==> src/rtl/pinbank_pkg.sv <==
package pinbank_pkg;

    localparam int unsigned BUS_W  = 32;
    localparam int unsigned HALF_W = 16;
    localparam int unsigned ADDR_W = 12;

    localparam logic [ADDR_W-1:0] OFS_UPD_LO = 12'h000;
    localparam logic [ADDR_W-1:0] OFS_UPD_HI = 12'h004;
    localparam logic [ADDR_W-1:0] OFS_LEVELS = 12'h040;
    localparam logic [ADDR_W-1:0] OFS_SENSE  = 12'h060;
    localparam logic [ADDR_W-1:0] OFS_DIR    = 12'h204;
    localparam logic [ADDR_W-1:0] OFS_DRIVE  = 12'h208;

    typedef enum logic [2:0] {
        SEL_NONE,
        SEL_UPD_LO,
        SEL_UPD_HI,
        SEL_LEVELS,
        SEL_SENSE,
        SEL_DIR,
        SEL_DRIVE
    } reg_sel_e;

    typedef struct packed {
        logic [HALF_W-1:0] keep;
        logic [HALF_W-1:0] val;
    } upd_word_t;

    function automatic reg_sel_e decode_offset(input logic [ADDR_W-1:0] a);
        case (a)
            OFS_UPD_LO: return SEL_UPD_LO;
            OFS_UPD_HI: return SEL_UPD_HI;
            OFS_LEVELS: return SEL_LEVELS;
            OFS_SENSE:  return SEL_SENSE;
            OFS_DIR:    return SEL_DIR;
            OFS_DRIVE:  return SEL_DRIVE;
            default:    return SEL_NONE;
        endcase
    endfunction

    function automatic logic [HALF_W-1:0] merge_half(input logic [HALF_W-1:0] cur,
                                                     input upd_word_t w);
        return (cur & w.keep) | (w.val & ~w.keep);
    endfunction

    function automatic logic [BUS_W-1:0] pin_mask(input int unsigned n);
        if (n >= BUS_W) return '1;
        return (32'h1 << n) - 32'h1;
    endfunction

endpackage

==> src/rtl/pinbank_decode.sv <==
module pinbank_decode
    import pinbank_pkg::*;
(
    input  logic [ADDR_W-1:0] addr,
    output reg_sel_e          sel
);
    assign sel = decode_offset(addr);
endmodule

==> src/rtl/pinbank_insync.sv <==
module pinbank_insync #(
    parameter int unsigned WIDTH = 32
) (
    input  logic             clk,
    input  logic             rst,
    input  logic [WIDTH-1:0] async_in,
    output logic [WIDTH-1:0] sync_out
);
    logic [WIDTH-1:0] stage_a;
    logic [WIDTH-1:0] stage_b;

    always_ff @(posedge clk) begin
        if (rst) begin
            stage_a <= '0;
            stage_b <= '0;
        end else begin
            stage_a <= async_in;
            stage_b <= stage_a;
        end
    end

    assign sync_out = stage_b;

    // the visible level is the pad level seen two edges earlier
    assert_two_stage_R6: assert property (@(posedge clk) disable iff (rst)
        $past(rst) == 1'b0 |-> stage_b == $past(stage_a))
        else $error("synchronizer skipped a stage");
endmodule

==> src/rtl/pinbank_ctrlregs.sv <==
module pinbank_ctrlregs
    import pinbank_pkg::*;
#(
    parameter int unsigned PINS = 32
) (
    input  logic             clk,
    input  logic             rst,
    input  logic             wr_en,
    input  reg_sel_e         sel,
    input  logic [BUS_W-1:0] wdata,
    output logic [BUS_W-1:0] out_q,
    output logic [BUS_W-1:0] dir_q,
    output logic [BUS_W-1:0] drv_q
);
    localparam logic [BUS_W-1:0] IMPL = pin_mask(PINS);
    localparam int unsigned NHALF = BUS_W / HALF_W;

    logic [NHALF-1:0] half_hit;
    logic [BUS_W-1:0] half_nx;
    logic [BUS_W-1:0] out_d;
    logic [BUS_W-1:0] dir_d;
    logic [BUS_W-1:0] drv_d;

    for (genvar h = 0; h < NHALF; h++) begin : g_half
        localparam reg_sel_e MY_SEL = (h == 0) ? SEL_UPD_LO : SEL_UPD_HI;
        logic [HALF_W-1:0] merged;

        assign merged      = merge_half(out_q[h*HALF_W +: HALF_W], upd_word_t'(wdata));
        assign half_hit[h] = wr_en && (sel == MY_SEL);
        assign half_nx[h*HALF_W +: HALF_W] = half_hit[h] ? merged
                                                         : out_q[h*HALF_W +: HALF_W];

        // kept bits do not move, released bits take the new data
        assert_half_keep_R2_R3: assert property (@(posedge clk) disable iff (rst)
            half_hit[h] |=> ((out_q[h*HALF_W +: HALF_W] ^ $past(out_q[h*HALF_W +: HALF_W]))
                             & $past(wdata[BUS_W-1:HALF_W])) == '0)
            else $error("masked bit changed");
        assert_half_load_R2_R3: assert property (@(posedge clk) disable iff (rst)
            half_hit[h] |=> ((out_q[h*HALF_W +: HALF_W] ^ $past(wdata[HALF_W-1:0]))
                             & ~$past(wdata[BUS_W-1:HALF_W])
                             & IMPL[h*HALF_W +: HALF_W]) == '0)
            else $error("released bit did not load");
    end

    always_comb begin
        out_d = (wr_en && sel == SEL_LEVELS) ? wdata : half_nx;
        dir_d = (wr_en && sel == SEL_DIR)    ? wdata : dir_q;
        drv_d = (wr_en && sel == SEL_DRIVE)  ? wdata : drv_q;
    end

    always_ff @(posedge clk) begin
        if (rst) begin
            out_q <= '0;
            dir_q <= '0;
            drv_q <= '0;
        end else begin
            out_q <= out_d & IMPL;
            dir_q <= dir_d & IMPL;
            drv_q <= drv_d & IMPL;
        end
    end

    assert_reset_clear_R1: assert property (@(posedge clk)
        rst |=> (out_q == '0 && dir_q == '0 && drv_q == '0))
        else $error("state not cleared by reset");

    assert_full_load_R4: assert property (@(posedge clk) disable iff (rst)
        (wr_en && sel == SEL_LEVELS) |=> out_q == ($past(wdata) & IMPL))
        else $error("full data write lost");

    assert_no_upper_bits_R8: assert property (@(posedge clk) disable iff (rst)
        ((out_q | dir_q | drv_q) & ~IMPL) == '0)
        else $error("unimplemented bit set");
endmodule

==> src/rtl/pinbank_top.sv <==
module pinbank_top
    import pinbank_pkg::*;
#(
    parameter int unsigned PINS = 32
) (
    input  logic             clk,
    input  logic             rst,
    input  logic             bus_valid,
    input  logic             bus_write,
    input  logic [11:0]      bus_addr,
    input  logic [31:0]      bus_wdata,
    output logic [31:0]      bus_rdata,
    input  logic [PINS-1:0]  pad_in,
    output logic [PINS-1:0]  pad_out,
    output logic [PINS-1:0]  pad_oe
);
    reg_sel_e         sel;
    logic [BUS_W-1:0] out_q;
    logic [BUS_W-1:0] dir_q;
    logic [BUS_W-1:0] drv_q;
    logic [PINS-1:0]  sensed;
    logic [BUS_W-1:0] sensed_wide;
    logic [BUS_W-1:0] rd_mux;

    pinbank_decode u_decode (
        .addr (bus_addr),
        .sel  (sel)
    );

    pinbank_ctrlregs #(.PINS(PINS)) u_regs (
        .clk   (clk),
        .rst   (rst),
        .wr_en (bus_valid && bus_write),
        .sel   (sel),
        .wdata (bus_wdata),
        .out_q (out_q),
        .dir_q (dir_q),
        .drv_q (drv_q)
    );

    pinbank_insync #(.WIDTH(PINS)) u_sync (
        .clk      (clk),
        .rst      (rst),
        .async_in (pad_in),
        .sync_out (sensed)
    );

    always_comb begin
        sensed_wide = '0;
        sensed_wide[PINS-1:0] = sensed;
    end

    always_comb begin
        case (sel)
            SEL_UPD_LO: rd_mux = {{HALF_W{1'b0}}, out_q[HALF_W-1:0]};
            SEL_UPD_HI: rd_mux = {{HALF_W{1'b0}}, out_q[BUS_W-1:HALF_W]};
            SEL_LEVELS: rd_mux = out_q;
            SEL_SENSE:  rd_mux = sensed_wide;
            SEL_DIR:    rd_mux = dir_q;
            SEL_DRIVE:  rd_mux = drv_q;
            default:    rd_mux = '0;
        endcase
    end

    always_ff @(posedge clk) begin
        if (rst)                          bus_rdata <= '0;
        else if (bus_valid && !bus_write) bus_rdata <= rd_mux;
    end

    assign pad_out = out_q[PINS-1:0];
    assign pad_oe  = dir_q[PINS-1:0] & drv_q[PINS-1:0];

    assert_pads_quiet_R9: assert property (@(posedge clk) disable iff (rst)
        !$past(bus_valid && bus_write) |-> ($stable(pad_out) && $stable(pad_oe)))
        else $error("pads moved without a write");

    assert_rdata_hold_R10: assert property (@(posedge clk) disable iff (rst)
        !$past(bus_valid && !bus_write) |-> $stable(bus_rdata))
        else $error("read data moved without a read");
endmodule

==> config.mk <==
export PLATFORM = sky130hd
export DESIGN_NAME = pinbank_top
export DESIGN_NICKNAME = d
export VERILOG_FILES = /design/src/rtl/pinbank_pkg.sv /design/src/rtl/pinbank_decode.sv /design/src/rtl/pinbank_insync.sv /design/src/rtl/pinbank_ctrlregs.sv /design/src/rtl/pinbank_top.sv
export SDC_FILE = /design/constraint.sdc
export NUM_CORES = 1
export LEC_CHECK = 0
export CAP_MARGIN = 20
export CORE_MARGIN = 10
export CORE_UTILIZATION = 45
export DETAILED_ROUTE_END_ITERATION = 12
export PLACE_DENSITY = 0.69
export SLEW_MARGIN = 5
export SYNTH_ARGS = -nofsm -noshare
export SYNTH_HDL_FRONTEND = slang
export SYNTH_HIERARCHICAL = 1
export SYNTH_SLANG_ARGS = --single-unit
export TNS_END_PERCENT = 30
==> constraint.sdc <==
create_clock -name clk -period 3.3 [get_ports clk]
set_clock_uncertainty 0.2 [all_clocks]
set_input_delay 0.66 -clock clk [delete_from_list [all_inputs] [get_ports clk]]
set_output_delay 0.66 -clock clk [all_outputs]
set_load 0.05 [all_outputs]
==> results of run 1 <==
==> cell families (layout without fill, tap and decap cells) <==
group | count (synthesis) | after routing | synth area share
AOI/OAI and AO/OA | 292 | 292 | 0.2468
buffers and inverters | 90 | 251 | 0.06971
and+or+nand+nor | 308 | 308 | 0.2148
xor gates and xnor gates | 2 | 2 | 0.002127
DFF | 192 | 192 | 0.4666
other | 0 | 1 | 0
==> critical path, delay by kind of cell <==
family,cells,cell delay (ns)
AO/OA/AOI/OAI,3,0.55
AND/OR/NAND/NOR,4,1.49
buffers and inverters,1,0.44
==> through the flow <==
stage                     instances  setup WS, ns
after floorplan                 884        0.4055
after global placement         1243      0.008702
after detailed placement       1243      -0.08278
after CTS                      1274        0.3694
after global routing           1275        0.1332
final                          1275        0.3001
==> cells in the mapped netlist (all sizes together) <==
cell type	number	area, um^2
nor4	1	12.51
nor2b	71	609.3
inv	15	56.30
nor4b	1	15.01
nand2b	18	112.6
nand2	146	548.0
nor3	3	26.28
o21ai	33	165.2
nand4b	2	17.52
a211oi	16	120.1
nor2	2	7.510
xor2	1	8.760
or3b	1	8.760
a222oi	16	160.2
a21o	1	7.510
dfxtp	192	3844
a22oi	32	240.2
xnor2	1	8.760
and3b	2	18.77
a21bo	16	160.2
nand3b	3	26.27
a32oi	15	131.4
and2	34	212.7
a2bb2oi	16	140.1
nand3	18	90.09
and4bb	1	16.27
buf	50	422.9
nor3b	1	7.510
a21oi	115	628.1
and3	1	6.260
clkbuf	25	95.09
a22o	32	280.3
and4b	3	33.78
==> path summary, 6_finish.rpt <==
kind                     start                 end  slack (ns)  cells after the start
min reg2reg  u_sync/stage_a[2]  u_sync/sync_out[2]        0.23                      1
min          u_sync/stage_a[2]  u_sync/sync_out[2]        0.23                      1
max reg2reg          flip-flop        bus_rdata[4]        1.93                      3
max                bus_addr[1]       bus_rdata[28]        0.30                      8
==> layout make-up <==
class	instances	area, um^2	area share
Inverter	15	56.30	0.005250
Clock buffer	19	442.9	0.04130
Clock inverter	12	132.6	0.01237
Tap cell	229	286.5	0.02672
Antenna cell	1	2.502	0.0002333
Timing Repair Buffer	205	2116	0.1973
Multi-Input combinational cell	602	3844	0.3584
Sequential cell	192	3844	0.3584
==> report_power, final <==
part	leakage [uW]	switching [uW]	total (uW)	internal (uW)
Clock	0.000276	888	2020	1140
Sequential	0.00156	11.9	2360	2350
Combinational	0.00180	118	246	129
Total	0.00364	1020	4640	3620
==> routing by layer <==
metal	routed length, um	share of wire
met1	11280	0.45
met2	10870	0.43
met3	2610	0.10
met4	299	0.012
met5	13	0.00052
==> flow_metrics.env, run 1 <==
export IMPL_nNetsFinal=1113
export IMPL_tns_ns=0
export IMPL_final_min_period_over_clock_period=0.9090
export IMPL_hold_violation_count_in_the_final_report=0
export IMPL_globalRouteTotalUtil=0.2014
export IMPL_grt_overflow_total=0
export IMPL_power_static_leakage_uw=0.003636
export IMPL_worst_ep_required_time_ns=3.45
export IMPL_grt_setup_unrepaired="false"
export IMPL_grt_busiest_layer="met2"
export IMPL_root_buffer="sky130_fd_sc_hd__clkbuf_16"
export IMPL_syn_area_um2=8238
export IMPL_viasPerCell=5.512
export IMPL_worst_slew_pin_slew_ns=0.5824
export IMPL_seq_area_frac_synth=0.4666
export IMPL_slowest_stage="sky130_fd_sc_hd__nor2b_4"
export IMPL_critical_path_top_cell_by_count="sky130_fd_sc_hd__nor2b_4"
export IMPL_floorplan_die_area_um2=24120
export IMPL_floorplan_core_area_um2=17960
export IMPL_gr_usage_met1=0.2813
export IMPL_numPortBuffers=175
export IMPL_grt_start_max_net_pins=102
export IMPL_die_h_um=155.3
export IMPL_drt_iter0_drc=673
export IMPL_maximum_clock_frequency_mhz=333.3
export IMPL_p_per_area_nw_per_um2=432.2
export IMPL_vias=7028
export IMPL_timing_hold_ws_ns=0.2346
export IMPL_cp_cell_sequence="clkdlybuf4s50_1 > nor4_2 > nand3_1 > a21oi_4 > nor2b_4 > nor2b_4 > a222oi_1 > o21ai_1"
export IMPL_io_pins=176
export IMPL_clk_path_buf_depth=2
export IMPL_drive_above_1_share=0.1445
export IMPL_num_fill_cells=1576
export IMPL_grt_first_pass_wirelength_um=39030
export IMPL_clkSinkCount=192
export IMPL_slew_limit_headroom=0.6105
export IMPL_gr_usage_met3=0.06645
export IMPL_row_count=49
export IMPL_synthesis_area_per_instance_um2=9.319
export IMPL_dr_pass1_iters=8
export IMPL_drc_errors=0
export IMPL_end_kind="flip-flop"
export IMPL_initial_utilization=0.4586
export IMPL_peakVddDrop_uv=349.7
export IMPL_mostFrequentLayoutCells="192 x sky130_fd_sc_hd__dfxtp_1, 174 x sky130_fd_sc_hd__clkdlybuf4s50_1, 146 x sky130_fd_sc_hd__nand2_1"
export IMPL_setup_viol=0
export IMPL_wl_per_cell_um=19.67
export IMPL_worstPathMaxFanout=17
export IMPL_clkTransAtPathRegs_ns=0.07
export IMPL_cp_arrival_ns=3.15
export IMPL_totalPowerFinal_uw=4635
export IMPL_final_max_slew_violation_count=0
export IMPL_count_of_different_cell_masters_after_synthesis=46
export IMPL_synth_seq_cells=192
export IMPL_hp_class="flip-flop to flip-flop"
export IMPL_fin_util=0.5970
export IMPL_layout_cell_area_excl_fill_um2=10720
export IMPL_layout_cells_most_common="sky130_fd_sc_hd__dfxtp_1"
export IMPL_synth_instances=884
export IMPL_cts_tree="built"
export IMPL_htreeDepth=4
export IMPL_floorplan_die_width_um=155.3
export IMPL_antenna_found_initial=2
export IMPL_ys_warnings_count=6
export IMPL_number_of_buffers_inserted_by_hold_repair_at_cts=0
export IMPL_antenna_left=0
export IMPL_place_detailed_hpwl_um=18040
export IMPL_startpoint_type="input pin"
export IMPL_status="finished, final reports clean"
export IMPL_via_count_of_the_first_global_routing_pass=6717
export IMPL_critical_path_max_stage_delay_ns=0.49
export IMPL_worst_setup_path_type="input pin to flip-flop"
export IMPL_cts_setup_buffers=0
export IMPL_gp_congestion=0.8658
export IMPL_cts_buffers_inserted=17
export IMPL_cts_resized=0
export IMPL_syn_to_final_growth_pct=30.18
export IMPL_met2_usage=0.2911
export IMPL_wl_um=25080
export IMPL_post_dp_area_um2=10150
export IMPL_synth_fp_nets=964
export IMPL_maxCapViolations=0
export IMPL_clock_insertion_delay_worst_skew_ns=0.43
export IMPL_final_period_minus_worst_setup_slack_ns=3.000
Note: power is estimated with default switching activity, not from simulation.
==> run 2: changes to the inputs <==
--- a/config.mk
+++ b/config.mk
@@ -6,6 +6,7 @@
 export NUM_CORES = 1
 export LEC_CHECK = 0
 export CAP_MARGIN = 20
+export CORE_ASPECT_RATIO = 0.6
 export CORE_MARGIN = 10
 export CORE_UTILIZATION = 45
 export DETAILED_ROUTE_END_ITERATION = 12
==> run 2 against run 1 <==
Compared with the run above:
- register-to-register slack gained 0.09 ns
- cell count rose by 1.9%
- sequential power is essentially flat
- sequential share of layout area is 0.17 points lower
- die area is 0.74% higher
- combinational power up 4%
- clock-buffer cell count shrank 2
- first-iteration DRC count increased by 27%
- clock power about the same
==> flow_metrics.env, run 2 (same netlist as run 1, synthesis figures left out) <==
export IMPL_drive_above_1_share=0.1536
export IMPL_cp_startpoint="bus_addr[2]"
export IMPL_grt_start_max_net_pins=67
export IMPL_peakVddDrop_uv=381.3
export IMPL_cts_setup_buffers=0
export IMPL_final_critical_path_setup_slack_ns=0.2682
export IMPL_row_count=38
export IMPL_antenna_left=0
export IMPL_cts_resized=0
export IMPL_clock_insertion_delay_worst_skew_ns=0.43
export IMPL_floorplan_core_area_um2=18020
export IMPL_startpoint_type="input pin"
export IMPL_number_of_buffers_inserted_by_hold_repair_at_cts=0
export IMPL_final_max_slew_violation_count=0
export IMPL_dr_pass1_iters=8
export IMPL_cp_arrival_ns=3.19
export IMPL_worst_setup_path_type="input pin to flip-flop"
export IMPL_grt_first_pass_wirelength_um=41280
export IMPL_hold_violation_count_in_the_final_report=0
export IMPL_htreeDepth=4
export IMPL_mostFrequentLayoutCells="192 x sky130_fd_sc_hd__dfxtp_1, 174 x sky130_fd_sc_hd__clkdlybuf4s50_1, 146 x sky130_fd_sc_hd__nand2_1"
export IMPL_root_buffer="sky130_fd_sc_hd__clkbuf_16"
export IMPL_worst_hold_path_num_cells=1
export IMPL_wl_um=26830
export IMPL_drc_errors=0
export IMPL_globalRouteTotalUtil=0.2127
export IMPL_numPortBuffers=175
export IMPL_setup_slack_at_placement_ns=-0.1302
export IMPL_setup_viol=0
export IMPL_end_kind="flip-flop"
export IMPL_p_per_area_nw_per_um2=428.4
export IMPL_floorplan_die_area_um2=24300
export IMPL_final_min_period_over_clock_period=0.9187
export IMPL_worst_slew_pin_slew_ns=0.7480
export IMPL_floorplan_die_width_um=194.7
export IMPL_antenna_found_initial=6
export IMPL_layout_cells_most_common="sky130_fd_sc_hd__dfxtp_1"
export IMPL_nNetsFinal=1122
export IMPL_wl_per_cell_um=20.65
export IMPL_worstRegToRegCells=3
export IMPL_via_count_of_the_first_global_routing_pass=7021
export IMPL_viasPerCell=5.607
export IMPL_place_detailed_hpwl_um=19790
export IMPL_slew_limit_headroom=0.5013
export IMPL_power_static_leakage_uw=0.003672
export IMPL_clkTransAtPathRegs_ns=0.07
export IMPL_grt_overflow_total=0
export IMPL_vias=7283
export IMPL_status="finished, final reports clean"
export IMPL_hold_path_startpoint="u_sync/stage_a[22]"
export IMPL_maximum_clock_frequency_mhz=329.8
export IMPL_gp_congestion=0.8992
export IMPL_cts_tree="built"
export IMPL_initial_utilization=0.4572
export IMPL_clk_path_buf_depth=2
export IMPL_tns_ns=0
export IMPL_io_pins=176
export IMPL_hp_class="flip-flop to flip-flop"
export IMPL_critical_path_max_stage_delay_ns=0.63
export IMPL_clkSinkCount=192
export IMPL_worstPathMaxFanout=16
export IMPL_die_h_um=124.8
export IMPL_final_period_minus_worst_setup_slack_ns=3.032
export IMPL_slowest_stage="sky130_fd_sc_hd__and2_1"
export IMPL_syn_to_final_growth_pct=30.80
export IMPL_regToRegEndpoint="bus_rdata[10]"
export IMPL_timing_critical_path_to="bus_rdata[30]"
export IMPL_maxCapViolations=0
export IMPL_worst_ep_required_time_ns=3.46
export IMPL_cts_buffers_inserted=17
export IMPL_grt_setup_unrepaired="false"
export IMPL_timing_hold_ws_ns=0.2366
export IMPL_worst_r2r_setup_slack_ns=2.02
export IMPL_drt_iter0_drc=854
export IMPL_cp_cell_sequence="clkdlybuf4s50_1 > nor4b_2 > nand3b_1 > a21oi_2 > buf_4 > nor2b_1 > and2_1 > a222oi_1 > o21ai_1"
-- run 2: cell types whose count changed in the layout (fill, tap and decap cells not counted), moves of 2 or more --
cell                         change
sky130_fd_sc_hd__buf_4          +11
sky130_fd_sc_hd__buf_12          -3
sky130_fd_sc_hd__clkinv_4        +3
sky130_fd_sc_hd__clkinvlp_4      -3
sky130_fd_sc_hd__diode_2         +3
sky130_fd_sc_hd__inv_8           +3
sky130_fd_sc_hd__bufinv_16       -2
sky130_fd_sc_hd__clkinv_8        +2
-- run 2: worst min-delay path by stage --
stage / slack (ns) / endpoint
final: 0.24 / u_sync/sync_out[22]
after global routing: 0.25 / u_sync/sync_out[2]
after CTS: 0.24 / u_sync/sync_out[27]
after detailed placement: 0.22 / u_sync/sync_out[3]
after global placement: 0.22 / u_sync/sync_out[0]
after floorplan: 0.21 / u_sync/sync_out[0]
-- run 2: report_power, final --
group	internal (uW)	total, uW	switching (uW)
Sequential	2350	2360	10.6
Combinational	131	256	125
Clock	1000	2000	994
-- run 2: metrics by stage --
stage / util / std cells / area [um^2] / power, uW
final: 0.5980 / 1299 / 10780 / 4616
after global routing: 0.5974 / 1295 / 10770 / 4752
after CTS: 0.5974 / 1295 / 10770 / 4637
after detailed placement: 0.5657 / 1263 / 10190 / 2669
after global placement: 0.5651 / 1262 / 10180 / 2666
after floorplan: - / 884 / 8238 / 2519
-- run 2: area by class of cell --
cell class	instances	area [um^2]
Antenna cell	4	10.01
Clock buffer	17	425.4
Clock inverter	15	146.4
Fill cell	1580	7244
Inverter	15	56.30
Multi-Input combinational cell	602	3844
Sequential cell	192	3844
Tap cell	240	300.3
Timing Repair Buffer	214	2150
-- run 2: critical path: cells and delay by family --
family / cells / cell delay [ns]
and+or+nand+nor: 4 / 1.25
buffers and inverters: 2 / 0.69
AOI/OAI and AO/OA: 3 / 0.58
-- run 2: per-layer routing --
| layer | wire length (um) | global-route usage |
|---|---|---|
| met3 | 3097 | 0.07070 |
| met2 | 11880 | 0.3267 |
| met4 | 313 | 0.04146 |
| met1 | 11510 | 0.2843 |
| met5 | 31 | 0 |
